**config.mk**
```make
export PLATFORM = sky130hd
export DESIGN_NAME = ds3_err_inject
export DESIGN_NICKNAME = d
export VERILOG_FILES = /design/src/rtl/ds3ei_pkg.sv /design/src/rtl/ds3ei_req_src.sv /design/src/rtl/ds3ei_frm_engine.sv /design/src/rtl/ds3ei_par_engine.sv /design/src/rtl/ds3_err_inject.sv
export SDC_FILE = /design/constraint.sdc
export NUM_CORES = 1
export LEC_CHECK = 0
export BUFFER_PORTS_ARGS = -buffer_cell sky130_fd_sc_hd__buf_2
export CORE_MARGIN = 2
export CORE_UTILIZATION = 30
export CTS_CLUSTER_SIZE = 12
export DETAILED_ROUTE_END_ITERATION = 8
export PLACE_DENSITY_LB_ADDON = 0.15
export SETUP_SLACK_MARGIN = 0.15
export SLEW_MARGIN = 0
export SYNTH_ARGS = -nofsm -noshare
export SYNTH_HDL_FRONTEND = slang
export SYNTH_SLANG_ARGS = --single-unit
```
**constraint.sdc**
```tcl
create_clock -name clk -period 2.25 [get_ports clk]
set_clock_uncertainty 0.15 [all_clocks]
set_input_delay 0.1125 -clock clk [delete_from_list [all_inputs] [get_ports clk]]
set_output_delay 0.1125 -clock clk [all_outputs]
set_load 0.01 [all_outputs]
```
**src/rtl/ds3ei_pkg.sv**
```systemverilog
package ds3ei_pkg;

   typedef enum logic [1:0] {
      FK_FBIT = 2'd0,
      FK_MBIT = 2'd1,
      FK_SEF  = 2'd2,
      FK_OOMF = 2'd3
   } fe_kind_t;

   typedef enum logic [1:0] {
      ST_IDLE = 2'd0,
      ST_WAIT = 2'd1,
      ST_RUN  = 2'd2
   } eng_st_t;

endpackage

```
**src/rtl/ds3ei_req_src.sv**
```systemverilog
module ds3ei_req_src #(
   parameter bit MAN_EDGE = 1'b1
) (
   input  logic clk,
   input  logic rst_n,
   input  logic src_sel,
   input  logic fe_strobe,
   input  logic pe_strobe,
   input  logic man_req,
   output logic fe_req,
   output logic pe_req
);

   logic man_hit;

   generate
      if (MAN_EDGE) begin : g_edge
         logic man_q;
         always_ff @(posedge clk or negedge rst_n) begin
            if (!rst_n) man_q <= 1'b0;
            else        man_q <= man_req;
         end
         assign man_hit = man_req & ~man_q;

         AST_MAN_ONE_PULSE: assert property (@(posedge clk) disable iff (!rst_n)
            man_hit |=> !man_hit) else $error("manual pulse longer than one cycle");
      end else begin : g_level
         assign man_hit = man_req;
      end
   endgenerate

   assign fe_req = src_sel ? man_hit : fe_strobe;
   assign pe_req = src_sel ? man_hit : pe_strobe;

   AST_SHARED_PIN: assert property (@(posedge clk) disable iff (!rst_n)
      src_sel |-> (fe_req == pe_req)) else $error("manual request not shared");

endmodule

```
**src/rtl/ds3ei_frm_engine.sv**
```systemverilog
module ds3ei_frm_engine
   import ds3ei_pkg::*;
#(
   parameter int F_PER_SF    = 4,
   parameter int OOMF_FRAMES = 2
) (
   input  logic     clk,
   input  logic     rst_n,
   input  logic     en,
   input  logic     cont,
   input  fe_kind_t kind,
   input  logic     req,
   input  logic     sof,
   input  logic     sosf,
   input  logic     fpos,
   input  logic     mpos,
   output logic     inv
);

   localparam int CNT_MAX = (F_PER_SF > OOMF_FRAMES) ? F_PER_SF : OOMF_FRAMES;
   localparam int CW      = $clog2(CNT_MAX + 1);

   eng_st_t       st, st_n;
   logic [CW-1:0] cnt, cnt_n;
   logic          blk, blk_n;
   logic          on_f, pos;

   assign on_f = (kind == FK_FBIT) || (kind == FK_SEF);
   assign pos  = on_f ? fpos : mpos;

   always_comb begin
      st_n  = st;
      cnt_n = cnt;
      blk_n = blk;
      inv   = 1'b0;
      if (!en) begin
         st_n = ST_IDLE;
      end else if (cont) begin
         inv  = pos;
         st_n = ST_IDLE;
      end else begin
         case (st)
            ST_IDLE: if (req) st_n = ST_WAIT;
            ST_WAIT: begin
               case (kind)
                  FK_FBIT, FK_MBIT: if (pos) begin
                     inv  = 1'b1;
                     st_n = ST_IDLE;
                  end
                  FK_SEF: if (sosf) begin
                     cnt_n = '0;
                     st_n  = ST_RUN;
                  end
                  default: if (mpos) begin
                     inv   = 1'b1;
                     cnt_n = CW'(1);
                     blk_n = 1'b1;
                     st_n  = (OOMF_FRAMES == 1) ? ST_IDLE : ST_RUN;
                  end
               endcase
            end
            ST_RUN: begin
               if (sof) blk_n = 1'b0;
               case (kind)
                  FK_SEF: if (fpos) begin
                     inv   = 1'b1;
                     cnt_n = cnt + CW'(1);
                     if (cnt_n == CW'(F_PER_SF)) st_n = ST_IDLE;
                  end
                  FK_OOMF: if (mpos && !blk) begin
                     inv   = 1'b1;
                     cnt_n = cnt + CW'(1);
                     blk_n = 1'b1;
                     if (cnt_n == CW'(OOMF_FRAMES)) st_n = ST_IDLE;
                  end
                  default: st_n = ST_IDLE;
               endcase
            end
            default: st_n = ST_IDLE;
         endcase
      end
   end

   always_ff @(posedge clk or negedge rst_n) begin
      if (!rst_n) begin
         st  <= ST_IDLE;
         cnt <= '0;
         blk <= 1'b0;
      end else begin
         st  <= st_n;
         cnt <= cnt_n;
         blk <= blk_n;
      end
   end

   AST_FE_AT_MARK: assert property (@(posedge clk) disable iff (!rst_n)
      inv |-> (fpos || mpos)) else $error("framing flip off a framing bit");
   AST_FE_CNT_BOUND: assert property (@(posedge clk) disable iff (!rst_n)
      cnt <= CW'(CNT_MAX)) else $error("burst counter overran");
   AST_FE_CONT_EVERY: assert property (@(posedge clk) disable iff (!rst_n)
      (en && cont && kind == FK_FBIT && fpos) |-> inv) else $error("continuous F missed");
   AST_FE_BUSY_HOLD: assert property (@(posedge clk) disable iff (!rst_n)
      (st == ST_WAIT && en && !cont && kind == FK_SEF && !sosf) |=> st == ST_WAIT)
      else $error("armed engine dropped its request");

endmodule

```
**src/rtl/ds3ei_par_engine.sv**
```systemverilog
module ds3ei_par_engine
   import ds3ei_pkg::*;
#(
   parameter int P_PER_FRAME = 2
) (
   input  logic clk,
   input  logic rst_n,
   input  logic en,
   input  logic cont,
   input  logic req,
   input  logic sof,
   input  logic ppos,
   output logic inv
);

   localparam int CW = $clog2(P_PER_FRAME + 1);

   eng_st_t       st, st_n;
   logic [CW-1:0] cnt, cnt_n;

   always_comb begin
      st_n  = st;
      cnt_n = cnt;
      inv   = 1'b0;
      if (!en) begin
         st_n = ST_IDLE;
      end else if (cont) begin
         inv  = ppos;
         st_n = ST_IDLE;
      end else begin
         case (st)
            ST_IDLE: if (req) st_n = ST_WAIT;
            ST_WAIT: if (sof) begin
               cnt_n = '0;
               st_n  = ST_RUN;
            end
            ST_RUN: if (ppos) begin
               inv   = 1'b1;
               cnt_n = cnt + CW'(1);
               if (cnt_n == CW'(P_PER_FRAME)) st_n = ST_IDLE;
            end
            default: st_n = ST_IDLE;
         endcase
      end
   end

   always_ff @(posedge clk or negedge rst_n) begin
      if (!rst_n) begin
         st  <= ST_IDLE;
         cnt <= '0;
      end else begin
         st  <= st_n;
         cnt <= cnt_n;
      end
   end

   AST_PE_AT_MARK: assert property (@(posedge clk) disable iff (!rst_n)
      inv |-> ppos) else $error("parity flip off a parity bit");
   AST_PE_CNT_BOUND: assert property (@(posedge clk) disable iff (!rst_n)
      cnt <= CW'(P_PER_FRAME)) else $error("parity counter overran");
   AST_PE_OFF_QUIET: assert property (@(posedge clk) disable iff (!rst_n)
      !en |=> (st == ST_IDLE)) else $error("disabled engine kept state");

endmodule

```
**src/rtl/ds3_err_inject.sv**
```systemverilog
module ds3_err_inject
   import ds3ei_pkg::*;
#(
   parameter int F_PER_SF    = 4,
   parameter int OOMF_FRAMES = 2,
   parameter int P_PER_FRAME = 2,
   parameter bit MAN_EDGE    = 1'b1
) (
   input  logic       clk,
   input  logic       rst_n,
   input  logic       data_in,
   input  logic       sof_in,
   input  logic       sosf_in,
   input  logic       fpos_in,
   input  logic       mpos_in,
   input  logic       ppos_in,
   input  logic       fe_en,
   input  logic [1:0] fe_kind,
   input  logic       fe_cont,
   input  logic       pe_en,
   input  logic       pe_cont,
   input  logic       src_sel,
   input  logic       fe_strobe,
   input  logic       pe_strobe,
   input  logic       man_req,
   output logic       data_out,
   output logic       sof_out,
   output logic       sosf_out,
   output logic       fpos_out,
   output logic       mpos_out,
   output logic       ppos_out
);

   generate
      if (F_PER_SF < 1) begin : g_bad_f
         $error("F_PER_SF must be at least 1");
      end
      if (OOMF_FRAMES < 1) begin : g_bad_m
         $error("OOMF_FRAMES must be at least 1");
      end
      if (P_PER_FRAME < 1) begin : g_bad_p
         $error("P_PER_FRAME must be at least 1");
      end
   endgenerate

   logic fe_req, pe_req, fe_inv, pe_inv;

   ds3ei_req_src #(.MAN_EDGE(MAN_EDGE)) u_src (
      .clk(clk), .rst_n(rst_n), .src_sel(src_sel),
      .fe_strobe(fe_strobe), .pe_strobe(pe_strobe), .man_req(man_req),
      .fe_req(fe_req), .pe_req(pe_req)
   );

   ds3ei_frm_engine #(.F_PER_SF(F_PER_SF), .OOMF_FRAMES(OOMF_FRAMES)) u_frm (
      .clk(clk), .rst_n(rst_n), .en(fe_en), .cont(fe_cont),
      .kind(fe_kind_t'(fe_kind)), .req(fe_req),
      .sof(sof_in), .sosf(sosf_in), .fpos(fpos_in), .mpos(mpos_in),
      .inv(fe_inv)
   );

   ds3ei_par_engine #(.P_PER_FRAME(P_PER_FRAME)) u_par (
      .clk(clk), .rst_n(rst_n), .en(pe_en), .cont(pe_cont), .req(pe_req),
      .sof(sof_in), .ppos(ppos_in), .inv(pe_inv)
   );

   always_ff @(posedge clk or negedge rst_n) begin
      if (!rst_n) begin
         data_out <= 1'b0;
         sof_out  <= 1'b0;
         sosf_out <= 1'b0;
         fpos_out <= 1'b0;
         mpos_out <= 1'b0;
         ppos_out <= 1'b0;
      end else begin
         data_out <= data_in ^ (fe_inv | pe_inv);
         sof_out  <= sof_in;
         sosf_out <= sosf_in;
         fpos_out <= fpos_in;
         mpos_out <= mpos_in;
         ppos_out <= ppos_in;
      end
   end

   AST_FLIP_HAS_CAUSE: assert property (@(posedge clk) disable iff (!rst_n)
      ($past(rst_n) && data_out != $past(data_in)) |-> $past(fe_inv || pe_inv))
      else $error("output bit changed with no engine flip");
   AST_FLIP_ON_OVERHEAD: assert property (@(posedge clk) disable iff (!rst_n)
      (fe_inv || pe_inv) |-> (fpos_in || mpos_in || ppos_in))
      else $error("flip requested on a payload bit");

endmodule

```
==> flow_metrics.tcl, run 1 <==
set metrics [dict create \
    antenna_found_initial 0 \
    dpl.hpwl_mm 1.92 \
    finalSetupViolCount 0 \
    multi_input_area_um2 658 \
    synth_top_area_share_pct 37.0 \
    drtIter0Drc 40 \
    yosys_warnings 0 \
    ant_nets 0 \
    h-tree-depth 1 \
    synth-seq-cells 17 \
    drc 0 \
    worstPathArrival_ps 1840 \
    worst-r2r-setup-slack_ps 440 \
    syn_area_um2 1150 \
    path_max_fanout 4 \
    dieArea_um2 4350 \
    grt_setup_unrepaired "false" \
    areaGrowthSynthToFinish_pct 24.2 \
    initial_utilization_pct 31.2 \
    synth_ff_type "dfrtp_1" \
    timing_hold_violations_final 0 \
    setup_tns_ps 0 \
    status "complete, no violations" \
    via_count 955 \
    cts_root_buf "clkbuf_8" \
    cts.clk_slew.worst_paths_ps 70 \
    crit_path_start_kind "flop" \
    drv_cap 0 \
    port_buffers 23 \
    power_density_nw_per_um2 592 \
    cp_slowest_cell "dfrtp_1" \
    synthArstFlopShare_pct 100 \
    syn_area_per_cell_um2 9.59 \
    tightestPinTransition_ps 401 \
    fin_crit_ps 1810 \
    drive_above_1_share_pct 20.9 \
    slew_headroom_pct 73.3 \
    worstPathRequired_ps 2280 \
    grt_usage_pct 12.8 \
    critPathCaptureType "flop" \
    ys_types 36 \
    cts_resized 0 \
    floorplan.core_area_um2 3690 \
    final_nets 183 \
    drt_first_pass_iters 4 \
    finalWirelength_mm 2.49 \
    leakagePower_nw 0.634 \
    fin_crit_sh_pct 80.3 \
    syn_inst 120 \
    synth_edf_count 0 \
    grt_overflow 0 \
    io_pins 24 \
    rows 22 \
    gp_congestion 0.757 \
    critical_path_class "reg -> reg" \
    dieWidth_um 65.9 \
    crit_path_cell_trace "inv_1, ha_1, nand3b_1, a21oi_1, o211a_2, mux2i_1" \
    viasPerCell 4.75 \
    clk_path_buf_depth 2 \
    grt_max_degree 18 \
    cts_buffers 3 \
    clock-sinks 17 \
    syn-num-nets 149 \
    cts_tree "built" \
    synthTopCellsByArea "dfrtp_1, ha_1, mux2i_1, nand2b_1, inv_1" \
    clk_latency_ps 250 \
    drv_slew 0 \
    synth_top_area_cell "dfrtp_1" \
    die_y_um 65.9 \
    grt_pass1_wl_mm 4.28 \
    slowest_delay_ps 380 \
    post_cts_buffers 0 \
    final_core_util_pct 38.8 \
    peakVddDrop_mv 0.179 \
    grt_pass1_vias 973 \
    ys_seq_area_share_pct 37.0 \
    n_antenna_cell 0 \
    cts_hold_buffers 8 \
    seq_area_um2 425 \
    wl_per_cell_um 12.4 \
    fmax_mhz 553 \
    fill_cells 405 \
    hp-class "in -> reg" \
]
power breakdown:
group | switching, mW | internal [mW] | total, mW
clock | 0.109 | 0.123 | 0.232
combinational | 0.116 | 0.117 | 0.233
sequential | 0.0375 | 0.345 | 0.382
total | 0.263 | 0.585 | 0.847
cell type report:
type                            count  area share (%)
Inverter                           12            3.15
Timing Repair Buffer               31            13.6
Clock buffer                        3            2.89
Multi-Input combinational cell     89            46.0
Tap cell                           48            4.20
Sequential cell                    17            29.7
Clock inverter                      1           0.350
metrics by stage:
stage	setup slack, ps	total power, mW	hold WS (ps)	cell area (um2)	std cells
floorplan	633	0.535	-333	1150	120
global placement	471	0.604	-79.4	1300	189
detailed placement	444	0.610	-80.7	1300	189
CTS	443	0.857	44.1	1430	201
global route	286	0.910	66.9	1430	201
finish	443	0.847	44.2	1430	201
cell families (layout without fill, tap and decap cells):
family          count (synthesis)  after routing  share of synthesized area (%)
mux                             7              7                           6.09
flops                          17             17                           37.0
compound gates                 27             27                           17.2
simple gates                   43             43                           21.2
buf+inv                        14             47                           5.87
fa+ha+maj                      11             11                           12.0
xor+xnor                        1              1                          0.761
Yosys cell counts, drive strengths merged (3+ instances only):
cell type / instances
nand3b: 4
nand2b: 8
ha: 11
inv: 12
mux2i: 7
o21ai: 3
nand2: 9
dfrtp: 17
nor2: 4
nand3: 6
a21oi: 6
nor2b: 5
per-layer routing:
metal | up-vias | global-route usage [%] | wire length, um
li1 | 492 | - | -
met5 | - | 0 | 0
met4 | 0 | 4.59 | 17
met2 | 20 | 19.8 | 1060
met1 | 441 | 18.2 | 1290
met3 | 2 | 1.53 | 119
path summary, 6_finish.rpt:
check,from,end,cells past startpoint
worst min register to register,u_par.cnt[1],u_par.cnt[1],1
worst max-delay path,u_frm.st[0],u_frm.cnt[1],6
min in group asynchronous,rst_n,u_par.cnt[1],2
worst max register to register,u_frm.st[0],u_frm.cnt[1],6
worst min-delay path,fe_kind[1],u_frm.st[1],3
max in group asynchronous,rst_n,u_frm.blk,2
placed cells by master (no fill, tap or decap), drive strengths merged:
cell	count
o311ai	1
nand3b	4
buf	23
inv	12
o21ai	3
dfrtp	17
a31o	2
nand4b	1
a22oi	1
nand4	1
and2	2
a21oi	6
o2111a	1
dlygate4sd3	8
clkbuf	3
a31oi	2
mux2i	7
o211ai	2
nor2b	5
o22ai	1
clkinv	1
nor2	4
a21boi	2
nand3	6
nand2	9
a211o	1
nor3	1
xor2	1
nand2b	8
o211a	1
and2b	1
and3	1
o2111ai	2
ha	11
a22o	2
critical path: cells and delay by family (launching register included):
kind / cells / cell delay, ps
simple gates: 1 / 110
flops: 1 / 380
mux: 1 / 180
compound gates: 2 / 490
buf+inv: 1 / 80
fa+ha+maj: 1 / 340
flip-flops by register name, indices dropped and copies added (netlist names):
register,flops
u_par.st,2
u_frm.blk,1
sosf_out,1
u_par.cnt,2
data_out,1
ppos_out,1
sof_out,1
u_frm.cnt,3
u_src.g_edge.man_q,1
u_frm.st,2
mpos_out,1
fpos_out,1
Note: power is estimated with default switching activity, not from simulation.
==> inputs of run 2 (changes only) <==
==> constraint.sdc (replaced) <==
create_clock -name clk -period 1.88 [get_ports clk]
set_clock_uncertainty 0.15 [all_clocks]
set_input_delay 0.094 -clock clk [delete_from_list [all_inputs] [get_ports clk]]
set_output_delay 0.094 -clock clk [all_outputs]
set_load 0.01 [all_outputs]
==> run 2 against run 1 <==
  * Final area rose by 10%
  * Critical path depth is the same
  * Sequential power increased by 22%
  * Setup slack worse by 300 ps
  * Cell count grew 3.5%
  * Global-route usage grew 0.52 points
  * Hold slack lost 14 ps
  * Die area unchanged
  * Via count is 4.8% higher
  * Fmax up 4.3%
  * Clock power rose by 21%
  * Largest power group unchanged
==> flow_metrics.tcl, run 2 (synthesized netlist as in run 1, its figures left out) <==
set metrics [dict create \
    status "complete, no violations" \
    dieArea_um2 4350 \
    final_nets 190 \
    port_buffers 23 \
    leakagePower_nw 0.674 \
    gp_congestion 0.754 \
    drc 0 \
    slew_headroom_pct 73.8 \
    top_register "u_frm.cnt" \
    hp-class "in -> reg" \
    h-tree-depth 1 \
    grt_setup_unrepaired "true" \
    whs_endpoint "u_frm.st[1]" \
    cts.clk_slew.worst_paths_ps 70 \
    via_count 1001 \
    fmax_mhz 577 \
    finalWirelength_mm 2.72 \
    timing_hold_violations_final 0 \
    clock-sinks 17 \
    critical_path_class "reg -> reg" \
    dieWidth_um 65.9 \
    initial_utilization_pct 31.2 \
    rows 22 \
    path_max_fanout 3 \
    viasPerCell 4.81 \
    drive_above_1_share_pct 31.9 \
    cts_tree "built" \
    worst_hold_path.num_cells 3 \
    fin_crit_sh_pct 92.2 \
    drtIter0Drc 55 \
    io_pins 24 \
    clk_path_buf_depth 2 \
    seq_area_um2 425 \
    grt_max_degree 18 \
    drv_cap 0 \
    reg2reg_to "u_frm.cnt[1]" \
    drv_slew 0 \
    pwr-share-seq_pct 43.4 \
    grt_overflow 0 \
    critPathCaptureType "flop" \
    p_int_mw 0.731 \
    fin_cells 208 \
    tightestPinTransition_ps 392 \
    grt_pass1_wl_mm 4.45 \
    hold_ws_ps 30.2 \
    antenna_found_initial 0 \
    floorplan.core_area_um2 3690 \
    peakVddDrop_mv 0.307 \
    finalSetupViolCount 0 \
    place_inst 190 \
    drt_first_pass_iters 4 \
    cts_root_buf "clkbuf_8" \
    final_cell_mix "buf_2, dfrtp_1, inv_1, nand2_1" \
    holdCritStartpoint "fe_kind[1]" \
    grt_usage_pct 13.3 \
    wl_per_cell_um 13.1 \
    die_y_um 65.9 \
    crit_path_start_kind "flop" \
    largest_reg_flops 3 \
    power_density_nw_per_um2 682 \
    layout_commonest_cell "buf_2" \
    worstSetupStartpoint "u_frm.st[0]" \
    worstPathRequired_ps 1910 \
    setup_tns_ps 0 \
    combPwrFrac_pct 30.6 \
    netSwitchingFraction_pct 32.0 \
    dpl.hpwl_mm 1.99 \
    cts_buffers 3 \
    ant_nets 0 \
    areaGrowthSynthToFinish_pct 36.8 \
    r2r.worst_path.cells 6 \
    multi_input_area_um2 751 \
    worstPathArrival_ps 1760 \
    grt_pass1_vias 997 \
    fin_crit_ps 1730 \
    fill_cells 380 \
    n_antenna_cell 0 \
    worst-r2r-setup-slack_ps 150 \
    power_switching_mw 0.344 \
    rr_startpoint "u_frm.st[0]" \
    clkPwrFrac_pct 26.1 \
    clk_latency_ps 250 \
]
==> run 2: changes by cell type in the layout (fill, tap and decap cells not counted), sizes merged <==
cell	change
buf	+7
==> run 2: timing repair <==
action,in CTS,in global routing
hold buffers,8,0
setup buffers,1,5
setup endpoints to repair,5,7
hold endpoints to repair,24,0
gates resized for setup,4,14
pin swaps,3,10
==> run 2: layout make-up <==
| type | instances | area share [%] |
|---|---|---|
| clock buffer | 3 | 2.62 |
| clock inverter | 1 | 0.318 |
| inverter | 12 | 2.86 |
| multi-input combinational | 89 | 47.7 |
| sequential | 17 | 27.0 |
| tap | 48 | 3.81 |
| timing repair buffer | 38 | 15.7 |
==> run 2: per-stage QoR <==
stage	utilization (%)	total power [mW]	setup slack, ps	area (um2)
global route	42.7	1.15	53.9	1580
detailed placement	35.5	0.728	46.5	1310
global placement	35.5	0.723	106	1310
CTS	39.8	1.04	144	1470
finish	42.7	1.07	147	1580
floorplan	-	0.640	263	1150
==> run 2: how the worst max path moves through the flow <==
stage	end	depth (start not counted)
after floorplan	u_frm.st[1]	7
after global placement	u_frm.cnt[1]	6
after detailed placement	u_frm.cnt[1]	6
after CTS	u_frm.st[1]	6
after global routing	u_frm.cnt[1]	6
final	u_frm.cnt[1]	6
==> run 2: routing by layer <==
layer  wire, um  GRT usage (%)  vias to the layer above
met5          0              0                        -
met3        114           1.70                        2
met1       1330           19.0                      470
met2       1250           20.2                       27
li1           -              -                      502
met4         27           5.36                        0
==> run 2: critical path, stage by stage, from the launching register on <==
cell and delay [ps]:
dfrtp_1 430, inv_2 90, ha_4 290, nand3b_1 110
a21oi_2 190, o211a_4 200, mux2i_1 190
==> run 2: power by group through the flow <==
stage / combinational (mW) / sequential (mW) / clock, mW
2_1_floorplan: 0.184 / 0.456 / 0
4_1_cts: 0.298 / 0.453 / 0.290
6_report: 0.328 / 0.466 / 0.280
5_1_grt: 0.368 / 0.473 / 0.310
3_5_place_dp: 0.266 / 0.463 / 0
3_3_place_gp: 0.261 / 0.462 / 0
==> inputs of run 3 (changes only) <==
--- a/config.mk
+++ b/config.mk
@@ -10,6 +10,7 @@
 export CORE_UTILIZATION = 30
 export CTS_CLUSTER_SIZE = 12
 export DETAILED_ROUTE_END_ITERATION = 8
+export HOLD_SLACK_MARGIN = 0.05
 export PLACE_DENSITY_LB_ADDON = 0.15
 export SETUP_SLACK_MARGIN = 0.15
 export SLEW_MARGIN = 0
==> run 3 against run 2 <==
  * Critical path depth is the same
  * Fmax grew 0.22%
  * Sequential cell count is the same
  * Hold slack gained 83 ps
  * Die area is the same
==> flow_metrics.tcl, run 3 (synthesized netlist as in run 1, its figures left out) <==
set metrics [dict create \
    reg2reg_to "u_frm.cnt[1]" \
    layout_commonest_cell "buf_2" \
    finalSetupViolCount 0 \
    ant_nets 0 \
    worst_hold_path.num_cells 4 \
    viasPerCell 4.79 \
    top_register "u_frm.cnt" \
    die_y_um 65.9 \
    fin_crit_sh_pct 92.0 \
    n_antenna_cell 0 \
    dpl.hpwl_mm 1.99 \
    worstPathRequired_ps 1910 \
    final_nets 193 \
    grt_setup_unrepaired "true" \
    drtIter0Drc 44 \
    worst-r2r-setup-slack_ps 150 \
    grt_overflow 0 \
    setup_tns_ps 0 \
    dieWidth_um 65.9 \
    clock-sinks 17 \
    wl_per_cell_um 12.8 \
    worstPathArrival_ps 1760 \
    via_count 1011 \
    drive_above_1_share_pct 31.3 \
    cts_tree "built" \
    grt_pass1_vias 1000 \
    port_buffers 23 \
    final_cell_mix "buf_2, dfrtp_1, dlygate4sd3_1, inv_1, nand2_1" \
    grt_pass1_wl_mm 4.46 \
    grt_usage_pct 13.3 \
    drc 0 \
    slew_headroom_pct 73.9 \
    largest_reg_flops 3 \
    fin_crit_ps 1730 \
    crit_path_start_kind "flop" \
    drv_cap 0 \
    path_max_fanout 3 \
    tightestPinTransition_ps 391 \
    critPathCaptureType "flop" \
    gp_congestion 0.754 \
    power_mw 1.06 \
    timing_hold_violations_final 0 \
    drt_first_pass_iters 4 \
    rr_startpoint "u_frm.st[0]" \
    floorplan.core_area_um2 3690 \
    holdCritStartpoint "fe_en" \
    dieArea_um2 4350 \
    status "complete, no violations" \
    fin_cells 211 \
    critical_path_class "reg -> reg" \
    clk_latency_ps 260 \
    fmax_mhz 578 \
    hp-class "in -> reg" \
    power_density_nw_per_um2 667 \
    cts_buffers 3 \
    areaGrowthSynthToFinish_pct 38.6 \
    place_inst 190 \
    whs_endpoint "data_out" \
    antenna_found_initial 0 \
    rows 22 \
    h-tree-depth 1 \
    cts.clk_slew.worst_paths_ps 70 \
    io_pins 24 \
    peakVddDrop_mv 0.307 \
    grt_max_degree 18 \
    cts_root_buf "clkbuf_8" \
    finalWirelength_mm 2.70 \
    clk_path_buf_depth 2 \
    initial_utilization_pct 31.2 \
    r2r.worst_path.cells 6 \
    drv_slew 0 \
    leakagePower_nw 0.685 \
]
## run 3: cell count changes in the layout (fill, tap and decap cells not counted)
cell / delta
ha_4: -1
dlygate4sd3_1: +3
ha_2: +1
## run 3: per-stage QoR
stage	util [%]	hold WS, ps	area (um2)	worst slack [ps]
4_1_cts	40.6	98.2	1500	144
3_3_place_gp	35.5	-99.0	1310	106
2_1_floorplan	-	-352	1150	263
3_5_place_dp	35.5	-106	1310	46.5
5_1_grt	43.2	134	1600	53.9
6_report	43.2	114	1600	151
## run 3: worst max-delay path: stages, from the launching register on
cell and delay (ps):
dfrtp_1 430, inv_2 90, ha_4 290, nand3b_1 110
a21oi_2 190, o211a_4 200, mux2i_1 190
## run 3: layout make-up
cell class	count	area (um2)
fill	377	2090
clock inverter	1	5.00
timing repair buffer	41	278
tap	48	60.1
sequential	17	425
inverter	12	45.0
clock buffer	3	41.3
multi-input combinational	89	741
## run 3: layer usage
| metal | GRT usage [%] | wire (um) |
|---|---|---|
| met4 | 5.36 | 27 |
| met1 | 19.1 | 1370 |
| met2 | 20.2 | 1200 |
| met3 | 1.70 | 100 |
| met5 | 0 | 0 |
## run 3: what timing repair did
item                                   CTS  global route
hold buffers                            11             0
pin swaps                                3             8
gates resized for setup                  4            13
setup endpoints to repair                5             7
buffers inserted                         1             5
gates cloned                             0             0
endpoints found under the hold margin   28             0
## run 3: where the power goes
| part | internal (mW) | switching (mW) | total (mW) |
|---|---|---|---|
| clock network | 0.147 | 0.133 | 0.281 |
| logic | 0.169 | 0.157 | 0.325 |
| registers | 0.412 | 0.0455 | 0.458 |
## run 3: worst max path at each step
stage | startpoint | to | slack, ps | depth (start not counted)
3_3_place_gp | u_frm.st[0] | u_frm.cnt[1] | 110 | 6
5_1_grt | u_frm.st[0] | u_frm.cnt[1] | 50 | 6
6_report | u_frm.st[0] | u_frm.cnt[1] | 150 | 6
4_1_cts | u_frm.st[1] | u_frm.st[1] | 140 | 6
2_1_floorplan | u_frm.st[0] | u_frm.st[1] | 260 | 7
3_5_place_dp | u_frm.st[1] | u_frm.cnt[1] | 50 | 6
